<file path="config.mk">
export PLATFORM = sky130hd
export DESIGN_NAME = dram_seq
export DESIGN_NICKNAME = d
export VERILOG_FILES = /design/src/rtl/dram_seq_pkg.sv /design/src/rtl/dram_seq_cnt.sv /design/src/rtl/dram_seq_amux.sv /design/src/rtl/dram_seq_fsm.sv /design/src/rtl/dram_seq.sv
export SDC_FILE = /design/constraint.sdc
export NUM_CORES = 1
export LEC_CHECK = 0
export BUFFER_PORTS_ARGS = -buffer_cell sky130_fd_sc_hd__buf_2
export CORE_MARGIN = 3
export CORE_UTILIZATION = 40
export CTS_CLUSTER_DIAMETER = 80
export DETAILED_ROUTE_END_ITERATION = 10
export PLACE_DENSITY = 0.75
export SLEW_MARGIN = 10
export SYNTH_ARGS = -nofsm -noshare
export SYNTH_HDL_FRONTEND = slang
export SYNTH_SLANG_ARGS = --single-unit
export TNS_END_PERCENT = 50
</file>
<file path="constraint.sdc">
create_clock -name clk -period 4.6 [get_ports clk]
set_clock_uncertainty 0.15 [all_clocks]
set_input_delay 0.46 -clock clk [delete_from_list [all_inputs] [get_ports clk]]
set_output_delay 0.46 -clock clk [all_outputs]
set_load 0.01 [all_outputs]
</file>
<file path="src/rtl/dram_seq_pkg.sv">
package dram_seq_pkg;

  typedef enum logic [2:0] {
    ST_IDLE,
    ST_ROW,
    ST_RAS,
    ST_CAS,
    ST_PRE,
    ST_RCAS,
    ST_RRAS
  } seq_state_e;

  typedef struct packed {
    logic ras_n;
    logic cas_n;
    logic we_n;
    logic oe_n;
    logic dq_oe;
    logic sel_row;
    logic sel_col;
  } pin_ctl_t;

  function automatic int unsigned max2(input int unsigned a, input int unsigned b);
    return (a > b) ? a : b;
  endfunction

  function automatic pin_ctl_t decode_pins(input seq_state_e st, input logic is_wr);
    pin_ctl_t p;
    p.ras_n   = !(st == ST_RAS || st == ST_CAS || st == ST_RRAS);
    p.cas_n   = !(st == ST_CAS || st == ST_RCAS || st == ST_RRAS);
    p.we_n    = !(st == ST_CAS && is_wr);
    p.oe_n    = !(st == ST_CAS && !is_wr);
    p.dq_oe   = (st == ST_CAS) && is_wr;
    p.sel_row = (st == ST_ROW) || (st == ST_RAS);
    p.sel_col = (st == ST_CAS);
    return p;
  endfunction

endpackage

</file>
<file path="src/rtl/dram_seq_cnt.sv">
module dram_seq_cnt #(
  parameter int unsigned CW = 4
) (
  input  logic          clk,
  input  logic          rst_n,
  input  logic          en,
  input  logic          clr,
  output logic [CW-1:0] k
);
  localparam logic [CW-1:0] K_TOP = '1;

  logic [CW-1:0] k_d;

  always_comb begin
    k_d = k;
    if (clr)              k_d = '0;
    else if (k != K_TOP)  k_d = k + 1'b1;
  end

  always_ff @(posedge clk or negedge rst_n) begin
    if (!rst_n)  k <= '0;
    else if (en) k <= k_d;
  end
endmodule

</file>
<file path="src/rtl/dram_seq_amux.sv">
module dram_seq_amux #(
  parameter int unsigned PIN_W = 11
) (
  input  logic             sel_row,
  input  logic             sel_col,
  input  logic [PIN_W-1:0] row,
  input  logic [PIN_W-1:0] col,
  output logic [PIN_W-1:0] a
);
  for (genvar i = 0; i < PIN_W; i++) begin : g_bit
    assign a[i] = (sel_row & row[i]) | (sel_col & col[i]);
  end
endmodule

</file>
<file path="src/rtl/dram_seq_fsm.sv">
module dram_seq_fsm
  import dram_seq_pkg::*;
#(
  parameter int unsigned CW      = 4,
  parameter int unsigned T_RCD   = 2,
  parameter int unsigned T_RAS   = 6,
  parameter int unsigned LOW_CYC = 6,
  parameter int unsigned PRE_CYC = 3
) (
  input  seq_state_e    state_q,
  input  logic [CW-1:0] k,
  input  logic          req,
  input  logic          ref_req,
  output seq_state_e    state_d,
  output logic          k_clr,
  output logic          accept
);
  localparam logic [CW-1:0] K_RCD_END = CW'(T_RCD - 1);
  localparam logic [CW-1:0] K_LOW_END = CW'(LOW_CYC - 1);
  localparam logic [CW-1:0] K_REF_END = CW'(T_RAS - 1);
  localparam logic [CW-1:0] K_PRE_END = CW'(PRE_CYC - 1);

  always_comb begin
    state_d = state_q;
    k_clr   = 1'b0;
    accept  = 1'b0;
    unique case (state_q)
      ST_IDLE: begin
        if (ref_req) begin
          state_d = ST_RCAS;
        end else if (req) begin
          state_d = ST_ROW;
          accept  = 1'b1;
        end
      end
      ST_ROW: begin
        state_d = ST_RAS;
        k_clr   = 1'b1;
      end
      ST_RAS: begin
        if (k == K_RCD_END) state_d = ST_CAS;
      end
      ST_CAS: begin
        if (k == K_LOW_END) begin
          state_d = ST_PRE;
          k_clr   = 1'b1;
        end
      end
      ST_RCAS: begin
        state_d = ST_RRAS;
        k_clr   = 1'b1;
      end
      ST_RRAS: begin
        if (k == K_REF_END) begin
          state_d = ST_PRE;
          k_clr   = 1'b1;
        end
      end
      ST_PRE: begin
        if (k == K_PRE_END) state_d = ST_IDLE;
      end
      default: state_d = ST_IDLE;
    endcase
  end
endmodule

</file>
<file path="src/rtl/dram_seq.sv">
module dram_seq
  import dram_seq_pkg::*;
#(
  parameter bit          BIG_MAP = 1'b0,
  parameter int unsigned DW      = 8,
  parameter int unsigned T_RCD   = 2,
  parameter int unsigned T_RAS   = 6,
  parameter int unsigned T_CASW  = 2,
  parameter int unsigned T_RP    = 3,
  parameter int unsigned T_CP    = 1,
  parameter int unsigned T_RAC   = 5,
  parameter int unsigned T_CAC   = 2,
  parameter int unsigned T_AA    = 3,
  parameter int unsigned T_OEA   = 2,
  localparam int unsigned PIN_W  = BIG_MAP ? 12 : 11,
  localparam int unsigned AW     = 2 * PIN_W
) (
  input  logic          clk,
  input  logic          rst_n,
  input  logic          req,
  input  logic          req_we,
  input  logic [AW-1:0] req_addr,
  input  logic [DW-1:0] req_wdata,
  output logic          ack,
  output logic [DW-1:0] rdata,
  input  logic          ref_req,
  output logic          ref_ack,
  output logic          ras_n,
  output logic          cas_n,
  output logic          we_n,
  output logic          oe_n,
  output logic [PIN_W-1:0] dram_a,
  output logic [DW-1:0] dq_out,
  output logic          dq_oe,
  input  logic [DW-1:0] dq_in
);
  localparam int unsigned K_CAP   = max2(T_RAC, T_RCD + max2(T_CAC, max2(T_AA, T_OEA)));
  localparam int unsigned LOW_CYC = max2(T_RAS, max2(K_CAP + 1, T_RCD + T_CASW));
  localparam int unsigned PRE_CYC = max2(T_RP, T_CP);
  localparam int unsigned CNT_TOP = max2(LOW_CYC, max2(PRE_CYC, T_RAS)) + 1;
  localparam int unsigned CW      = $clog2(CNT_TOP + 1);
  localparam logic [CW-1:0] K_CAP_C = CW'(K_CAP);
  localparam logic [CW-1:0] K_LOW_C = CW'(LOW_CYC - 1);
  localparam logic [CW-1:0] K_REF_C = CW'(T_RAS - 1);

  seq_state_e       state_q, state_d;
  logic [CW-1:0]    k;
  logic             k_clr, k_en, accept;
  logic [PIN_W-1:0] row_q, col_q, row_src, col_src, a_d;
  logic             we_q, we_src;
  logic [DW-1:0]    wdata_q;
  pin_ctl_t         pins_d;
  logic             cap_rd, ack_d, ref_ack_d;

  dram_seq_fsm #(
    .CW(CW), .T_RCD(T_RCD), .T_RAS(T_RAS), .LOW_CYC(LOW_CYC), .PRE_CYC(PRE_CYC)
  ) u_fsm (
    .state_q(state_q), .k(k), .req(req), .ref_req(ref_req),
    .state_d(state_d), .k_clr(k_clr), .accept(accept)
  );

  assign k_en = (state_q != ST_IDLE);

  dram_seq_cnt #(.CW(CW)) u_cnt (
    .clk(clk), .rst_n(rst_n), .en(k_en), .clr(k_clr), .k(k)
  );

  // Sources for the registered pin decode: the request itself in the accept cycle
  assign row_src = accept ? req_addr[AW-1:PIN_W] : row_q;
  assign col_src = accept ? req_addr[PIN_W-1:0]  : col_q;
  assign we_src  = accept ? req_we : we_q;

  always_comb pins_d = decode_pins(state_d, we_src);

  dram_seq_amux #(.PIN_W(PIN_W)) u_amux (
    .sel_row(pins_d.sel_row), .sel_col(pins_d.sel_col),
    .row(row_src), .col(col_src), .a(a_d)
  );

  assign cap_rd    = (state_q == ST_CAS) && !we_q && (k == K_CAP_C);
  assign ack_d     = cap_rd || ((state_q == ST_CAS) && we_q && (k == K_LOW_C));
  assign ref_ack_d = (state_q == ST_RRAS) && (k == K_REF_C);

  always_ff @(posedge clk or negedge rst_n) begin
    if (!rst_n) begin
      state_q <= ST_IDLE;
      ras_n   <= 1'b1;
      cas_n   <= 1'b1;
      we_n    <= 1'b1;
      oe_n    <= 1'b1;
      dq_oe   <= 1'b0;
      dram_a  <= '0;
      ack     <= 1'b0;
      ref_ack <= 1'b0;
      we_q    <= 1'b0;
    end else begin
      state_q <= state_d;
      ras_n   <= pins_d.ras_n;
      cas_n   <= pins_d.cas_n;
      we_n    <= pins_d.we_n;
      oe_n    <= pins_d.oe_n;
      dq_oe   <= pins_d.dq_oe;
      dram_a  <= a_d;
      ack     <= ack_d;
      ref_ack <= ref_ack_d;
      if (accept) we_q <= req_we;
    end
  end

  always_ff @(posedge clk) begin
    if (accept) begin
      row_q   <= req_addr[AW-1:PIN_W];
      col_q   <= req_addr[PIN_W-1:0];
      wdata_q <= req_wdata;
    end
    if (cap_rd) rdata <= dq_in;
  end

  assign dq_out = wdata_q;

endmodule

</file>
After elaboration in Yosys (flattened, before gate mapping)
Cells that the tools add are included.
{ "classes": {"add_sub_neg": 1, "eq_ne": 15, "n_mux": 16, "n_bitwise": 33, "reduce_logical": 25} }
{ "op_table": {"columns": ["cell", "n"], "rows": [
  ["$and A1 B1 Y1", 22],
  ["$mux W11", 2],
  ["$mux W3", 7],
  ["$eq A3 B3 Y1 const B", 6],
  ["$pmux W3 S6", 1],
  ["$eq A3 B2 Y1 const B", 5],
  ["$or A1 B1 Y1", 11],
  ["$eq A3 B1 Y1 const B", 3],
  ["$logic_and A1 B1 Y1", 7],
  ["$logic_not A1 Y1", 6],
  ["$logic_or A1 B1 Y1", 6],
  ["$mux W1", 5],
  ["$reduce_or A2 Y1", 2],
  ["$add A3 B1 Y3 const B", 1],
  ["$logic_not A3 Y1", 1],
  ["$ne A3 B3 Y1 const B", 1],
  ["$reduce_bool A3 Y1", 1],
  ["$pmux W1 S2", 1],
  ["$reduce_and A2 Y1", 1],
  ["$reduce_bool A2 Y1", 1]
]} }
{ "word_totals": {"regBits": 63, "inputBits": 43, "output_inout_bits": 34, "word_cells": 105} }

Logic depth before layout (Yosys ltp)
Gate-level depths: netlist of run 1.
{ "logic_depth": {"word_depth": 7, "depth_mapped": 7, "mapped_depth_nobuf": 6} }

Cells and area by module
A second synthesis of run 1 with hierarchy kept.
{ "unflattened": {"cells_unflattened": 152, "area_unflattened_um2": 2402.3} }
{ "by_module_without_submodules": {"columns": ["module", "instances", "cells_per_inst", "area_per_inst_um2"], "rows": [
  ["dram_seq", 1, 102, 1951.9],
  ["dram_seq_cnt", 1, 17, 181.4],
  ["dram_seq_fsm", 1, 20, 148.9],
  ["dram_seq_amux", 1, 13, 120.1]
]} }

Least setup slack after synthesis of run 1
No wires, ideal clock.
{ "synth_path": {"path_kind": "register to register", "startpoint": "reg u_cnt.k[1]", "endpoint": "reg rdata[0], enable pin", "arrival_ps": 1427, "setup_slack_ps": 2650, "path_stages_with_launch": 6, "period_less_slack_ps": 1950, "path_cell_list": "dfrtp_1 -> inv_1 -> ha_1 -> and4b_1 -> and2_1 -> nor2b_1"} }
{ "synth_between": {"elab_chain_len": 2} }
{ "synth_rtl": {"columns": ["element", "line_no", "rtl"], "rows": [
  ["start: declaration", "dram_seq_cnt.sv:8", "output logic [CW-1:0] k"],
  ["start signal: assignment", "dram_seq_cnt.sv:22", "else if (en) k <= k_d;"],
  ["$eq A3 B3 Y1", "dram_seq.sv:80", "assign cap_rd = (state_q == ST_CAS) && !we_q && (k == K_CAP_C);"],
  ["$logic_and A1 B1 Y1", "dram_seq.sv:80", null],
  ["net cap_rd", "dram_seq.sv:53", "logic cap_rd, ack_d, ref_ack_d;"],
  ["end signal: assignment", "dram_seq.sv:116", "if (cap_rd) rdata <= dq_in;"],
  ["end: declaration", "dram_seq.sv:25", "output logic [DW-1:0] rdata,"]
]} }
The timed path passes the listed nets, and every way through them passes these cells.
A chain may end at the register's enable or synchronous reset.

Final worst setup path of run 1
Ends and elaborated chain as after synthesis.

==> results of run 1 <==
cells by family after synthesis:
kind of cell | share of synthesized area, %
flops | 63.8
buf+inv | 7.05
compound gates | 10.4
simple gates | 6.07
mux | 9.93
fa+ha+maj | 2.06
xor+xnor | 0.720
Yosys cell counts (2+ instances only):
library cell	count	area, um2
a21oi_1	2	10.0
a22o_1	2	17.5
and2_1	2	12.5
buf_2	5	25.0
buf_6	3	33.8
dfrtp_1	21	526
dfstp_2	4	105
dfxtp_1	22	440
edfxtp_1	16	480
ha_1	4	50.1
inv_1	29	109
mux2i_1	23	230
nand2_1	6	22.5
nand2b_1	4	25.0
nor2_1	4	15.0
nor2b_1	4	25.0
o21a_1	2	15.0
o21ai_0	6	30.0
o22ai_1	3	18.8
o22ai_2	8	100
xnor2_1	2	17.5
worst register-to-register path: stages (launching register included):
cell and delay, ns:
dfrtp_1 0.41, inv_1 0.07, ha_1 0.27, and4b_1 0.24, and2_1 0.14, nor2b_1 0.52
worst max path at each step:
stage / from / end / slack (ns) / cells after the start
after floorplan: u_cnt.k[1]$_DFFE_PN0P_ / rdata[0]$_DFFE_PP_ / 2.65 / 5
after global placement: u_cnt.k[1]$_DFFE_PN0P_ / rdata[3]$_DFFE_PP_ / 2.52 / 5
after detailed placement: u_cnt.k[1]$_DFFE_PN0P_ / rdata[3]$_DFFE_PP_ / 2.42 / 5
after CTS: u_cnt.k[1]$_DFFE_PN0P_ / rdata[0]$_DFFE_PP_ / 2.40 / 5
after global routing: u_cnt.k[1]$_DFFE_PN0P_ / rdata[5]$_DFFE_PP_ / 2.27 / 5
final: u_cnt.k[1]$_DFFE_PN0P_ / rdata[0]$_DFFE_PP_ / 2.44 / 5
metal layers:
metal	share of wire, %	global-route usage (%)
met5	0	0
met1	46	17.7
met4	3.4	9.06
met2	44	20.3
met3	7.0	5.03
power by group:
part | total, mW | switching (mW) | internal (mW)
logic | 0.613 | 0.332 | 0.281
registers | 0.874 | 0.111 | 0.764
clock network | 0.506 | 0.202 | 0.303
total | 1.99 | 0.645 | 1.35
registers in the layout, summed over array words and instances (netlist names), 3 cells and up:
name,count
dram_a,11
rdata,8
state_q,3
dq_out,8
col_q,11
row_q,11
u_cnt.k,3
final cells by class:
class | count | area (um2)
inverters | 29 | 109
multi-input cells | 85 | 716
flip-flops and latches | 63 | 1550
fillers | 511 | 2620
clock buffers | 10 | 128
clock inverters | 6 | 85.1
well taps | 72 | 90.1
repair buffers | 80 | 413
timing repair:
action / 4_1_cts / 5_1_grt
setup endpoints to repair: 0 / 0
hold buffers: 1 / 0
hold endpoints to repair: 21 / 0
==> impl_results.md, run 1 <==
* Vias per cell at 4.62
* Critical path peak fanout at 8
* Worst rel slew slack at 37.4%
* RSZ-0062 raised after global routing: false
* Pre-CTS WS at 2.42 ns
* CTS root buf: clkbuf_8
* Hold Path Class: input pin to flop
* FF-to-FF Start: u_cnt.k[1]$_DFFE_PN0P_
* Reg clk slew, reported paths at 0.07 ns
* Max-Cap Viols at 0
* Nets at 315
* Critical Path Sink Type: flop
* Area of the die at 7050 um2
* Final setup fails at 0
* Clock sinks at 63
* Die Ht at 84.0 um
* Cts repair resizes at 0
* Drt initial violations at 117
* Worst Max-Slew Pin Slew at 0.938 ns
* Post-Syn Area at 2430 um2
* Async S/R FF share, synth at 39.7%
* Leak at 1.45 nW
* Setup TNS at 0 ns
* Yosys reg bits at 63
* Cells after synthesis at 186
* Family with the most delay on the worst path: simple AND/OR/NAND/NOR gates
* Worst Setup Path Type: flop to flop
* Max rail drop VDD at 267 uV
* Max Transition Viols Final at 0
* Placed Cells at 328
* Arrival time worst endpoint at 1.97 ns
* ANT nets after route at 0
* Final hold slack at 0.154 ns
* Commonest non-fill, non-tap cells in the layout: buf_2, inv_1, mux2i_1, dfxtp_1, dfrtp_1
* Unique masters post-synth at 35
* Number of synthesized flops with an enable pin at 16
* Slowest stage cell on the critical path: nor2b_1
* Num CTS Buffers at 9
* Final non-filler cell total at 345
* WHS Path Cells at 1
* Core area at 5710 um2
* Post-DP HPWL at 3240 um
* Register area share after synthesis at 63.8%
* # Post-CTS Setup Buffers at 0
* Final min period at 2.16 ns
* Number of global-route vias before repair at 1607
* Starting Density at 42.6%
* Final WL at 4480 um
* H-tree Lvls at 3
* PnR Total Power at 1.99 mW
* Most common cell after layout, fill and taps aside: buf_2
* Endpoint, Worst Hold: dq_out[2]$_DFFE_PP_
* Largest net degree at the start of global routing at 26
* CTS tree: yes
* Reg2reg path depth at 5
* Crit path required time at 4.41 ns
* Final worst slack at 2.44 ns
* Area Overhead vs Synth at 27.1%
* Worst Min Path Start: req_wdata[2]
* Design area at 3090 um2
* DRT Pass-1 Iters at 4
* Status: finished clean
* Fmax at 0.463 GHz
* Critical-path cell list: inv_1 -> ha_1 -> and4b_1 -> and2_1 -> nor2b_1
* Rows at 27
* Clk_lat worst skew at 0.32 ns
* Flop2flop setup slack at 2.44 ns
* Final core occ at 54.2%
* First-pass GRT wire length at 7600 um
* Post-DP Area at 2870 um2
* Ports at 77
* Total power per unit cell area at 645 nW/um2
* Share of cells above drive strength 1 at 39.6%
* RR Endpoint: rdata[0]$_DFFE_PP_
* Ant diodes at 0
* Initial antenna violation count at 0
* Die width at 84.0 um
* CP Launch Type: flop
* Top FF cell, synth: dfxtp_1
* Syn_nets at 233
* Port Buf Inserts at 76
* Delay of the slowest critical-path stage at 0.52 ns
* Post-Syn Area per Cell at 13.1 um2
* Clock tree buffer depth at 2
* # DRC at 0
* Count of buffer and inverter cells on the critical path at 1
* Crit share post-route at 47.0%
* Total GRT Usage at 14.1%
* Fin. Hold Viols at 0
* Routed len/inst at 13.0 um
* Overflow after GRT at 0
* GP Congestion at 0.826
* Synthesis Warnings at 0
* Via Count at 1593
(Power assumes the default switching activity.)
==> run 2: changes to the inputs <==
--- a/config.mk
+++ b/config.mk
@@ -10,7 +10,7 @@
 export CORE_UTILIZATION = 40
 export CTS_CLUSTER_DIAMETER = 80
 export DETAILED_ROUTE_END_ITERATION = 10
-export PLACE_DENSITY = 0.75
+export PLACE_DENSITY = 0.78
 export SLEW_MARGIN = 10
 export SYNTH_ARGS = -nofsm -noshare
 export SYNTH_HDL_FRONTEND = slang
==> constraint.sdc (replaced) <==
create_clock -name clk -period 1.82 [get_ports clk]
set_clock_uncertainty 0.15 [all_clocks]
set_input_delay 0.182 -clock clk [delete_from_list [all_inputs] [get_ports clk]]
set_output_delay 0.182 -clock clk [all_outputs]
set_load 0.01 [all_outputs]
==> impl_results.md, run 2 (same netlist as run 1, synthesis figures left out) <==
* Final non-filler cell total at 411 (+19%)
* Final core occ at 71.9% (+18 points)
* ANT nets after route at 0 (unchanged)
* Global routing's busiest layer: met2
* Most common cell after layout, fill and taps aside: buf_2
* Status: complete, but fails checks
* CP Launch Type: flop
* Nets at 381 (+21%)
* Critical-path cell list: buf_6 -> buf_4 -> xnor2_1 -> a21oi_1 -> o211ai_1 -> buf_4 -> clkbuf_16 -> o22ai_4
* Initial antenna violation count at 0 (unchanged)
* Worst rel slew slack at 60.2% (+23 points)
* Vias per cell at 4.75 (+2.9%)
* DRT Pass-1 Iters at 4 (unchanged)
* Num CTS Buffers at 9 (unchanged)
* RSZ-0062 raised after global routing: true
* CTS root buf: clkbuf_8
* Leak at 1.85 nW (+27%)
* Ports at 77 (unchanged)
* M2 GR Usage at 31.5% (+11 points)
* Reg clk slew, reported paths at 0.07 ns (about the same)
* Delay of the slowest critical-path stage at 0.41 ns (-0.11 ns)
* Area of the die at 7050 um2 (unchanged)
* Slowest stage cell on the critical path: dfrtp_1
* Routed len/inst at 15.8 um (+22%)
* Rows at 27 (unchanged)
* Via Count at 1953 (+23%)
* Starting Density at 42.6% (unchanged)
* Number of global-route vias before repair at 2048 (+27%)
* Clk_lat worst skew at 0.34 ns (+0.02 ns)
* Port Buf Inserts at 76 (unchanged)
* Violated checks: setup timing
* Crit path required time at 1.93 ns (-2.48 ns)
* Fmax at 0.531 GHz (+15%)
* Largest regs: col_q: 11 flops, dram_a: 11 flops, row_q: 11 flops
* Most common cell on crit path: buf_4
* Setup TNS at -0.290 ns (-0.290 ns)
* CTS tree: yes
* Total power per unit cell area at 1530 nW/um2 (+140%)
* GP Congestion at 0.828 (+0.22%)
* Worst Setup Path Type: flop to flop
* Clock tree buffer depth at 2 (unchanged)
* Area Overhead vs Synth at 68.7%
* FF/Latch Area at 1550 um2 (about the same)
* Share of cells above drive strength 1 at 50.1% (+11 points)
* Crit share post-route at 103% (+56 points)
* Area of the multi-input gates at 1020 um2 (+42%)
* Max-Cap Viols at 0 (unchanged)
* Total GRT Usage at 17.9% (+3.8 points)
* Final min period at 1.88 ns (-0.277 ns)
* Max rail drop VDD at 820 uV (+210%)
* # DRC at 0 (unchanged)
* Die width at 84.0 um (unchanged)
* GR Util met1 at 20.6% (+2.9 points)
* PnR Total Power at 6.30 mW (+220%)
* Final setup fails at 11 (+11)
* Critical Path Sink Type: flop
* Die Ht at 84.0 um (unchanged)
* Post-DP HPWL at 3350 um (+3.3%)
* Drt initial violations at 67 (-43%)
* H-tree Lvls at 3 (unchanged)
* First-pass GRT wire length at 9720 um (+28%)
* Overflow after GRT at 0 (unchanged)
* Final WL at 6500 um (+45%)
* Final hold slack at 0.0413 ns (-0.113 ns)
* Ant diodes at 0 (unchanged)
* Commonest non-fill, non-tap cells in the layout: buf_2, dlygate4sd3_1, inv_1, dfxtp_1, dfrtp_1
* Clock sinks at 63 (unchanged)
* Fin. Hold Viols at 0 (unchanged)
* Placed Cells at 340 (+3.7%)
* Largest net degree at the start of global routing at 26 (unchanged)
* Critical path peak fanout at 9 (+1)
* Final worst slack at -0.0624 ns (-2.50 ns)
* Arrival time worst endpoint at 1.99 ns (+0.02 ns)
* Hold Path Class: input pin to flop
* M3 GR Usage at 6.32% (+1.3 points)
* Worst Max-Slew Pin Slew at 0.597 ns (-0.341 ns)
* Max Transition Viols Final at 0 (unchanged)
* Fillers at 359 (-30%)
* Core area at 5710 um2 (unchanged)
run 2: cell types whose count changed in the layout (fill, tap and decap cells not counted), moves of 3 or more:
cell,change
dlygate4sd3_1,+39
mux2i_1,-20
mux2i_4,+15
buf_4,+13
buf_6,+7
mux2i_2,+5
clkbuf_8,+4
buf_12,+3
nor2b_1,-3
o21ai_0,-3
o22ai_1,-3
o22ai_4,+3
run 2: what timing repair did:
action	CTS	global route
pin swaps	4	15
setup buffers	6	6
endpoints found under the hold margin	70	0
setup endpoints to repair	11	56
gates resized for setup	30	34
hold buffers	40	0
cloned	2	1
run 2: stage by stage:
stage,setup slack (ns),instance area [um2]
global route,-0.110,4100
finish,-0.0624,4100
global placement,0.0487,3000
CTS,-0.0312,3870
floorplan,0.00676,2450
detailed placement,-0.0512,3000
run 2: final cells by class:
class | instances | area share, %
Timing Repair Buffer | 146 | 27.5
Sequential cell | 63 | 37.8
Inverter | 29 | 2.65
Tap cell | 72 | 2.20
Clock buffer | 13 | 4.36
Clock inverter | 3 | 0.579
Multi-Input combinational cell | 85 | 24.8
run 2: worst max-delay path, delay by kind of cell (launching register included):
family,cells,cell delay [ns]
xor gates and xnor gates,1,0.13
AOI/OAI and AO/OA,3,0.50
buffers and inverters,4,0.62
DFF,1,0.41
run 2: path summary, 6_finish.rpt:
path                                      start              endpoint  slack (ns)  cells after the start
min                                         req  state_q[0]$_DFF_PN0_        0.04                      3
max in group asynchronous                 rst_n  state_q[1]$_DFF_PN0_        0.87                      2
max reg2reg                state_q[2]$_DFF_PN0_  dram_a[10]$_DFF_PN0_       -0.06                      8
min in group asynchronous                 rst_n        we_q$_DFF_PN0_        0.23                      2
max                        state_q[2]$_DFF_PN0_  dram_a[10]$_DFF_PN0_       -0.06                      8
min reg2reg                    col_q[5]$_DFF_P_      col_q[5]$_DFF_P_        0.33                      2
run 2: report_power, final:
| group | internal (mW) | switching, mW | leakage, nW |
|---|---|---|---|
| Clock | 0.649 | 0.534 | 0.106 |
| Combinational | 1.54 | 1.33 | 1.10 |
| Sequential | 1.94 | 0.303 | 0.646 |
run 2: routing by layer:
| metal | share of wire, % | up-vias | wire (um) |
|---|---|---|---|
| met5 | 0 | - | 0 |
| met4 | 1.2 | 0 | 81 |
| met3 | 6.8 | 11 | 442 |
| met2 | 52 | 85 | 3390 |
| met1 | 40 | 919 | 2580 |
| li1 | - | 938 | - |
